[config.mk]
export PLATFORM = sky130hd
export DESIGN_NAME = hw_mac_long
export DESIGN_NICKNAME = d
export VERILOG_FILES = /design/src/rtl/hw_mac_long.sv
export SDC_FILE = /design/constraint.sdc
export NUM_CORES = 1
export LEC_CHECK = 0
export BUFFER_PORTS_ARGS = -buffer_cell sky130_fd_sc_hd__clkbuf_2
export CAP_MARGIN = 5
export CORE_MARGIN = 2
export CORE_UTILIZATION = 55
export CTS_CLUSTER_SIZE = 8
export DETAILED_ROUTE_END_ITERATION = 12
export PLACE_DENSITY = 0.75
export SETUP_SLACK_MARGIN = 0.15
export SKIP_CTS_REPAIR_TIMING = 1
export SYNTH_ARGS = -nofsm -noshare
export SYNTH_HDL_FRONTEND = slang
export SYNTH_SLANG_ARGS = --single-unit
[constraint.sdc]
create_clock -name clk -period 13.14 [get_ports clk]
set_input_delay 0.657 -clock clk [delete_from_list [all_inputs] [get_ports clk]]
set_output_delay 0.657 -clock clk [all_outputs]
set_load 0.005 [all_outputs]
[src/rtl/hw_mac_long.sv]
module hw_mac_long #(
  parameter int unsigned XW = 32,
  parameter int unsigned IW = 4
) (
  input  logic          clk,
  input  logic          rst,
  input  logic          in_valid,
  input  logic          mode_cond,
  input  logic [31:0]   instr,
  input  logic          cond_pass,
  input  logic [XW-1:0] rn_val,
  input  logic [XW-1:0] rm_val,
  input  logic [XW-1:0] acc_hi,
  input  logic [XW-1:0] acc_lo,
  output logic [IW-1:0] rn_idx,
  output logic [IW-1:0] rm_idx,
  output logic          res_valid,
  output logic          illegal,
  output logic [IW-1:0] wb_hi_idx,
  output logic [IW-1:0] wb_lo_idx,
  output logic [XW-1:0] res_hi,
  output logic [XW-1:0] res_lo
);
  localparam int unsigned HW = XW / 2;
  localparam int unsigned AW = 2 * XW;

  logic fix_compact, fix_cond, legal, never_cc, execute;
  logic sel_n, sel_m;
  logic [IW-1:0] dhi, dlo;
  logic signed [HW-1:0] half_n, half_m;
  logic signed [XW-1:0] prod;
  logic [AW-1:0] prod_ext, sum;

  assign fix_compact = (instr[31:20] == 12'hFBC) && (instr[7:6] == 2'b10);
  assign fix_cond    = (instr[27:20] == 8'h14) && instr[7] && !instr[4];
  assign legal       = mode_cond ? fix_cond : fix_compact;
  assign never_cc    = mode_cond && (instr[31:28] == 4'hF);
  assign execute     = in_valid && legal && cond_pass && !never_cc;

  assign rn_idx = mode_cond ? instr[3:0]   : instr[19:16];
  assign rm_idx = mode_cond ? instr[11:8]  : instr[3:0];
  assign dhi    = mode_cond ? instr[19:16] : instr[11:8];
  assign dlo    = instr[15:12];
  assign sel_n  = instr[5];
  assign sel_m  = mode_cond ? instr[6] : instr[4];

  assign half_n   = sel_n ? rn_val[XW-1:HW] : rn_val[HW-1:0];
  assign half_m   = sel_m ? rm_val[XW-1:HW] : rm_val[HW-1:0];
  assign prod     = half_n * half_m;
  assign prod_ext = {{(AW-XW){prod[XW-1]}}, prod};
  assign sum      = {acc_hi, acc_lo} + prod_ext;

  always_ff @(posedge clk) begin
    if (rst) begin
      res_valid <= 1'b0;
      illegal   <= 1'b0;
      wb_hi_idx <= '0;
      wb_lo_idx <= '0;
      res_hi    <= '0;
      res_lo    <= '0;
    end else begin
      res_valid <= execute;
      illegal   <= in_valid && !legal;
      if (execute) begin
        wb_hi_idx <= dhi;
        wb_lo_idx <= dlo;
        res_hi    <= sum[AW-1:XW];
        res_lo    <= sum[XW-1:0];
      end
    end
  end
endmodule


Word level (Yosys, flattened, before mapping). Index checks and enable logic that the tools add are counted.

Bits in latches: 0. Bits in writable memories: 0. Input bits: 165. Memories kept: 0. Register bits after elaboration: 74. ROM bits: 0. Output and inout bits: 82.

Bitwise logic cells: 0. Muxes and demuxes: 7. Div/mod/pow operators: 0. Reduce and logical (&&, ||, !) cells: 11. $add $sub $neg: 1. Shift operators: 0. Magnitude comparators: 0. Multipliers: 1. Equality and inequality tests: 4.

Operators with widths (number): adder 64 bit (1); multiplier 16 x 16 -> 32 bit (1); two-way mux 16 bit (2); equality test 12 bit, second input constant (1); two-way mux 4 bit (3); equality test 8 x 5 -> 1 bit, second input constant (1); logical AND 1 bit (8); equality test 4 bit, second input constant (1); zero test 1 bit (3); equality test 2 bit, second input constant (1); two-way mux 1 bit (2).

Depth between registers and ports, before layout. Gate-level depths: netlist of run 1.

Word-level depth: 7. Gate-level depth with buffers: 39.

Least setup slack after synthesis of run 1. No wires, ideal clock.

Path kind: in2reg. From: in mode_cond. To: reg res_hi[24]. Arrival time: 11.188 ns. Stages on the path: 33. Library setup time: 0.058 ns. Buffers on the path: 3. Slack: 1.895 ns. Path through: buf_2 -> mux2i_1 -> clkbuf_1 -> buf_2 -> mux2i_1 -> nor2_1 -> fa_1 -> fa_1 -> fa_1 -> fa_1 -> fa_1 -> inv_1 -> fa_1 -> inv_1 -> ha_1 -> nand2_1 -> o21ai_0 -> o31ai_1 -> a21oi_1 -> nor3_1 -> o31ai_1 -> xnor2_1 -> ha_1 -> a21o_1 -> a21o_1 -> a221oi_1 -> nand3_1 -> a211oi_2 -> o31a_4 -> o21ai_4 -> a21o_1 -> a2111oi_2 -> a211o_1.

Longest elaborated chain between the ends: 4. Elaborated cells on any way between the ends: 10. Those cells by class: add/sub: 1; mul: 1; mux: 3; reduce/logical: 5.

Ends and longest elaborated chain: start, declared (line 8) `input logic mode_cond,`; two-way mux 1 bit, on equally long branches (line 45, 36); two-way mux 16 bit / logical AND 1 bit (equally long branches) (line 48, 38); multiplier 16 x 16 -> 32 bit / logical AND 1 bit (equally long branches) (line 49, 38); adder 64 bit / logical AND 1 bit (equally long branches) (line 51, 38); end signal, assigned (line 67) `res_hi <= sum[AW-1:XW];`; end, declared (line 21) `output logic [XW-1:0] res_hi,`.

Parallel ways exist; a longest one is shown, timed or not. A chain may end at the register's enable or synchronous reset.

Worst setup path in the final report of run 1. Ends and elaborated chain as after synthesis.

==> impl_metrics.csv, run 1 <==
group,metric,value,unit
global_routing,grt.total_usage,28.9,%
setup_path,cp_data_arrival_time,11360,ps
sta,setup_ws,2050,ps
logic_synthesis,avgSynthCellArea,8.40,um^2
setup_path,critPathLaunchType,"primary input",
setup_path,most_common_cell_type_on_the_critical_path,"sky130_fd_sc_hd__fa_1",
worst_hold_path,whs_path_depth,2,
clocking,clock-sinks,74,
logic_synthesis,synth.top_cells.by_area,"sky130_fd_sc_hd__fa_1 32%, sky130_fd_sc_hd__ha_1 11%, sky130_fd_sc_hd__dfxtp_1 9.1%",
sta,timing.clock.skew,0,ps
drt,ant_nets,0,
die,row_count,62,
setup_path,max_incr_delay_on_cp,940,ps
die,initial_utilization,56.2,%
global_routing,first_global_vias,14500,
sta,report.final.hold_viol_count,0,
global_routing,grt_max_degree,62,
setup_path,sort_of_element_at_the_end_of_the_critical_path,"register",
worst_hold_path,worstHoldStart,"res_hi[26]$_SDFFE_PP0P_",
place,gp_congestion,0.994,
setup_path,timing.setup.critical_path_class,"in -> reg",
cells_and_area,layout_cell_share_with_drive_strength_beyond_1,15.5,%
clocking,cts_htree_levels,3,
drt,route.detailed.drc,0,
global_routing,grt-ovfl-total,0,
logic_synthesis,synth.lib_cells_used.distinct,72,
die,die_h,176,um
place,post-place-ws,1880,ps
drt,firstDrtPassIters,5,
logic_synthesis,synth_area,16200,um^2
logic_synthesis,most_frequent_cell_after_synthesis,"sky130_fd_sc_hd__inv_1",
logic_synthesis,postSynthCellCount,1932,
logic_synthesis,async_flop_share,0,%
worst_hold_path,holdCritPathClass,"reg -> reg",
drt,route.final.wire_length,43800,um
sta,fin_crit,11090,ps
logic_synthesis,synth.largest_area_cell,"sky130_fd_sc_hd__fa_1",
logic_synthesis,synth_top_area_share,32.4,%
clocking,worst_skew_pair.late_latency,330,ps
logic_synthesis,yosys_register_bits,74,
sta,slew_headroom,14.7,%
die,floorplan.io_pins,247,
logic_synthesis,seq_area_frac_synth,9.13,%
sta,finalMaxSlewViolations,0,
clocking,cts_tree,"built",
run,maxCapViolations,0,
sta,finalCritPeriodShare,84.4,%
logic_synthesis,synth_enable_flop_cells,0,
setup_path,rrSetupSlack,12300,ps
sta,setup_viols_final,0,
cells_and_area,final.fill_count,2538,
setup_path,cell_at_the_slowest_stage_of_the_critical_path,"sky130_fd_sc_hd__mux2i_1",
cells_and_area,multiInputGateArea,13400,um^2
logic_synthesis,synth_nets,2508,
setup_path,timing.critical_path.required,13410,ps
setup_path,rr_worst_depth,4,
global_routing,antenna_violations_before_repair,1,
sta,tightestPinTransition,1240,ps
drt,wire_per_inst,17.2,um
logic_synthesis,ys_top_cells_by_count,"300 x sky130_fd_sc_hd__inv_1, 270 x sky130_fd_sc_hd__nand2_1, 263 x sky130_fd_sc_hd__fa_1",
drt,vias,14400,
place,detailed_place_hpwl,37200,um
logic_synthesis,ys.warnings.count,0,
cells_and_area,ff_latch_area,1480,um^2
logic_synthesis,synthFlopType,"sky130_fd_sc_hd__dfxtp_1",
place,port-buffer-count,246,
die,dieArea,30900,um^2
setup_path,timing.critical_path.from,"mode_cond",
sta,maxClockFrequency,0.0902,GHz
sta,grt_setup_unrepaired,"false",
global_routing,first_pass_grt_wire_length,71900,um
die,fp.dieW,176,um
setup_path,crit-reg2reg-capture,"res_hi[16]$_SDFFE_PP0P_",
clocking,cts_inserted_buffers,9,
setup_path,critical_path.reg2reg.startpoint,"res_hi[16]$_SDFFE_PP0P_",
die,total_core_area,28900,um^2
drt,detailedRoute.firstIterationViolations,939,
worst_hold_path,worst_hold_path.endpoint,"res_hi[26]$_SDFFE_PP0P_",
sta,setup_total_negative_slack,0,ps
clocking,clk_path_buf_depth,2,
drt,vias_per_cell,5.68,
setup_path,path_max_fanout,17,
clocking,cts.clk_slew.worst_paths,50,ps
cells_and_area,area_delta_synth_final,12.6,%
run_status,run_status,"complete, no violations",
clocking,cts_root_buffer,"sky130_fd_sc_hd__clkbuf_16",
cells_and_area,nets_finish,2730,
sta,whs,450,ps
==> stage by stage <==
step,instances,instance area (um^2),util (%)
detailed placement,2527,17900,62.0
global route,2543,18300,63.3
global placement,2527,17900,62.0
CTS,2542,18300,63.3
finish,2543,18300,63.3
floorplan,1932,16200,-
==> state kept, by name (all words and copies together) (netlist names) <==
signal	count
wb_hi_idx	4
res_lo	32
res_valid	1
res_hi	32
wb_lo_idx	4
illegal	1
==> how the worst max path moves through the flow <==
stage	end	cells past startpoint	slack (ps)
finish	res_hi[24]$_SDFFE_PP0P_	33	2050
global route	res_hi[24]$_SDFFE_PP0P_	33	1520
CTS	res_hi[24]$_SDFFE_PP0P_	33	2210
detailed placement	res_hi[24]$_SDFFE_PP0P_	33	1880
global placement	res_hi[24]$_SDFFE_PP0P_	33	1960
floorplan	res_hi[24]$_SDFFE_PP0P_	33	1890
==> metal layers <==
layer	GRT usage, %	share of wire, %	vias to the layer above
met1	39.7	41	7023
li1	-	-	6733
met4	7.82	3.1	0
met5	0	0	-
met3	4.50	7.6	104
met2	47.7	48	589
==> placed cells by master (no fill, tap or decap), types with 6 or more instances in the layout <==
cell and n:
sky130_fd_sc_hd__a211oi_1 14, sky130_fd_sc_hd__a21o_1 54, sky130_fd_sc_hd__a21oi_1 133, sky130_fd_sc_hd__a31oi_1 12, sky130_fd_sc_hd__and2_1 9, sky130_fd_sc_hd__and3_1 6
sky130_fd_sc_hd__buf_4 20, sky130_fd_sc_hd__clkbuf_16 9, sky130_fd_sc_hd__clkbuf_2 246, sky130_fd_sc_hd__dfxtp_1 74, sky130_fd_sc_hd__fa_1 263, sky130_fd_sc_hd__ha_1 148
sky130_fd_sc_hd__inv_1 300, sky130_fd_sc_hd__mux2_2 30, sky130_fd_sc_hd__mux2i_1 35, sky130_fd_sc_hd__nand2_1 270, sky130_fd_sc_hd__nand2b_1 14, sky130_fd_sc_hd__nand3_1 16
sky130_fd_sc_hd__nand4_1 19, sky130_fd_sc_hd__nor2_1 196, sky130_fd_sc_hd__nor2b_1 6, sky130_fd_sc_hd__nor3_1 11, sky130_fd_sc_hd__nor4_1 7, sky130_fd_sc_hd__o21a_1 12
sky130_fd_sc_hd__o21ai_0 50, sky130_fd_sc_hd__o21ai_1 7, sky130_fd_sc_hd__o21bai_1 18, sky130_fd_sc_hd__o31ai_1 9, sky130_fd_sc_hd__xnor2_1 61, sky130_fd_sc_hd__xor2_1 26
==> layout make-up <==
class                      instances  area share [%]
clock buffer                      10            1.31
tap                              384            2.63
antenna                            1          0.0137
inverter                         301            6.18
timing repair buffer             266            7.56
clock inverter                     5           0.822
sequential                        74            8.11
multi-input combinational       1502            73.4
==> cells by family after synthesis <==
logic type      after synthesis  share of synthesized area [%]
fa+ha+maj                   411                           43.9
flops                        74                           9.13
buf+inv                     356                           8.38
xor+xnor                     88                           4.75
mux                          69                           4.51
simple gates                579                           15.2
compound gates              355                           14.1
==> critical path: cells and delay by family <==
family / cells / cell delay, ps
adders and majority gates: 8 / 3580
xor gates and xnor gates: 1 / 730
AOI/OAI and AO/OA: 13 / 3190
and+or+nand+nor: 4 / 870
buffers and inverters: 5 / 870
muxes: 2 / 1420
Power of run 1 is left out: the tool's default activity adds up to more than one toggle a clock period on the data nets, which glitch-free logic cannot reach.
==> inputs of run 2 (changes only) <==
clock period = 10.7 ns   (was 13.14 ns; I/O delays follow)
==> run 2 against run 1 <==
  * Clock skew unchanged
  * Register-to-register slack worse by 2400 ps
  * Core utilization up 0.20 points
  * Routed wire length up 1.0%
  * Sequential share of layout area about the same
  * Highest routed layer unchanged
==> impl_metrics.csv, run 2 (synthesis gave the netlist of run 1 again) <==
group,metric,value,unit
clocking,clock-sinks,74,
sta,maxClockFrequency,0.0998,GHz
sta,setup_total_negative_slack,0,ps
setup_path,critical_path.reg2reg.startpoint,"res_hi[16]$_SDFFE_PP0P_",
place,port-buffer-count,246,
setup_path,timing.critical_path.from,"mode_cond",
sta,grt_setup_unrepaired,"false",
global_routing,first_pass_grt_wire_length,71300,um
setup_path,critPathLaunchType,"primary input",
setup_path,cp_data_arrival_time,10220,ps
place,gp_congestion,0.969,
clocking,cts.clk_slew.worst_paths,60,ps
sta,tightestPinTransition,942,ps
clocking,cts_inserted_buffers,9,
setup_path,most_common_cell_type_on_the_critical_path,"sky130_fd_sc_hd__fa_1",
die,total_core_area,28900,um^2
sta,slew_headroom,35.4,%
drt,vias,14400,
setup_path,worst-path-buf-inv,9,
die,initial_utilization,56.2,%
clocking,cts_htree_levels,3,
cells_and_area,layout_cell_share_with_drive_strength_beyond_1,16.3,%
drt,route.detailed.drc,0,
die,fp.dieW,176,um
cells_and_area,biggestRegsByFlops,"res_hi (32), res_lo (32)",
sta,finalCritPeriodShare,93.6,%
run,maxCapViolations,0,
drt,ant_nets,0,
cells_and_area,area_delta_synth_final,12.9,%
setup_path,timing.setup.critical_path_class,"in -> reg",
worst_hold_path,worstHoldStart,"instr[13]",
global_routing,grt.total_usage,28.9,%
cells_and_area,layout.cells.most_common,"sky130_fd_sc_hd__inv_1",
sta,setup_viols_final,0,
drt,detailedRoute.firstIterationViolations,1011,
setup_path,cell_at_the_slowest_stage_of_the_critical_path,"sky130_fd_sc_hd__fa_1",
drt,firstDrtPassIters,5,
sta,fin_crit,10020,ps
sta,timing.clock.skew,0,ps
die,row_count,62,
die,die_h,176,um
setup_path,timing.critical_path.required,10900,ps
sta,finalMaxSlewViolations,0,
setup_path,path_delay_family,"adder cells",
setup_path,sort_of_element_at_the_end_of_the_critical_path,"register",
clocking,worst_skew_pair.late_latency,330,ps
clocking,cts_tree,"built",
cells_and_area,nets_finish,2749,
worst_hold_path,holdCritPathClass,"in -> reg",
global_routing,grt_max_degree,61,
die,floorplan.io_pins,247,
run_status,run_status,"complete, no violations",
clocking,clk_path_buf_depth,2,
global_routing,first_global_vias,14300,
place,detailed_place_hpwl,37600,um
drt,route.final.wire_length,44300,um
global_routing,grt-ovfl-total,0,
die,dieArea,30900,um^2
cells_and_area,commonest_non_fill_non_tap_cells_in_the_layout,"300 x sky130_fd_sc_hd__inv_1, 270 x sky130_fd_sc_hd__nand2_1, 263 x sky130_fd_sc_hd__fa_1",
global_routing,antenna_violations_before_repair,1,
drt,vias_per_cell,5.63,
drt,wire_per_inst,17.3,um
setup_path,max_incr_delay_on_cp,530,ps
setup_path,path_max_fanout,27,
sta,report.final.hold_viol_count,0,
clocking,cts_root_buffer,"sky130_fd_sc_hd__clkbuf_16",
cells_and_area,final.fill_count,2567,
==> run 2: layout make-up <==
class | instances | area (um^2) | share of cell area (%)
Antenna cell | 1 | 2.50 | 0.0137
Clock buffer | 11 | 243 | 1.32
Clock inverter | 5 | 38.8 | 0.212
Inverter | 301 | 1130 | 6.16
Multi-Input combinational cell | 1502 | 13400 | 73.3
Sequential cell | 74 | 1480 | 8.08
Tap cell | 384 | 480 | 2.62
Timing Repair Buffer | 285 | 1520 | 8.32
==> run 2: tightest hold or removal path, cell delays in order <==
cell and delay, ps:
sky130_fd_sc_hd__clkbuf_2 80, sky130_fd_sc_hd__nand2_1 40, sky130_fd_sc_hd__a21oi_1 50
==> run 2: per-stage QoR <==
step / hold slack [ps] / area [um^2] / worst slack [ps] / std cells / utilization [%]
5_1_grt: 421 / 18300 / 209 / 2563 / 63.5
6_report: 416 / 18300 / 680 / 2563 / 63.5
4_1_cts: 416 / 18300 / 440 / 2559 / 63.4
3_3_place_gp: 437 / 18000 / 299 / 2543 / 62.4
3_5_place_dp: 445 / 18000 / 123 / 2543 / 62.4
2_1_floorplan: 435 / 16200 / 264 / 1932 / -
==> run 2: final timing paths <==
| kind | end | depth (start not counted) | slack [ps] |
|---|---|---|---|
| worst min register to register | res_hi[23]$_SDFFE_PP0P_ | 2 | 450 |
| worst max-delay path | res_hi[27]$_SDFFE_PP0P_ | 37 | 680 |
| worst min-delay path | wb_lo_idx[1]$_SDFFE_PP0P_ | 3 | 420 |
| worst max register to register | res_hi[16]$_SDFFE_PP0P_ | 4 | 9890 |
==> run 2: per-layer routing <==
layer | part of all wire (%) | global-route usage [%] | routed length (um) | vias to the layer above
met5 | 0 | 0 | 0 | -
met4 | 2.6 | 7.58 | 1150 | 0
met3 | 5.6 | 3.10 | 2490 | 83
met2 | 49 | 48.2 | 21600 | 458
met1 | 43 | 40.5 | 19100 | 7104
li1 | - | - | - | 6776
Power of run 2 is left out for the same reason.
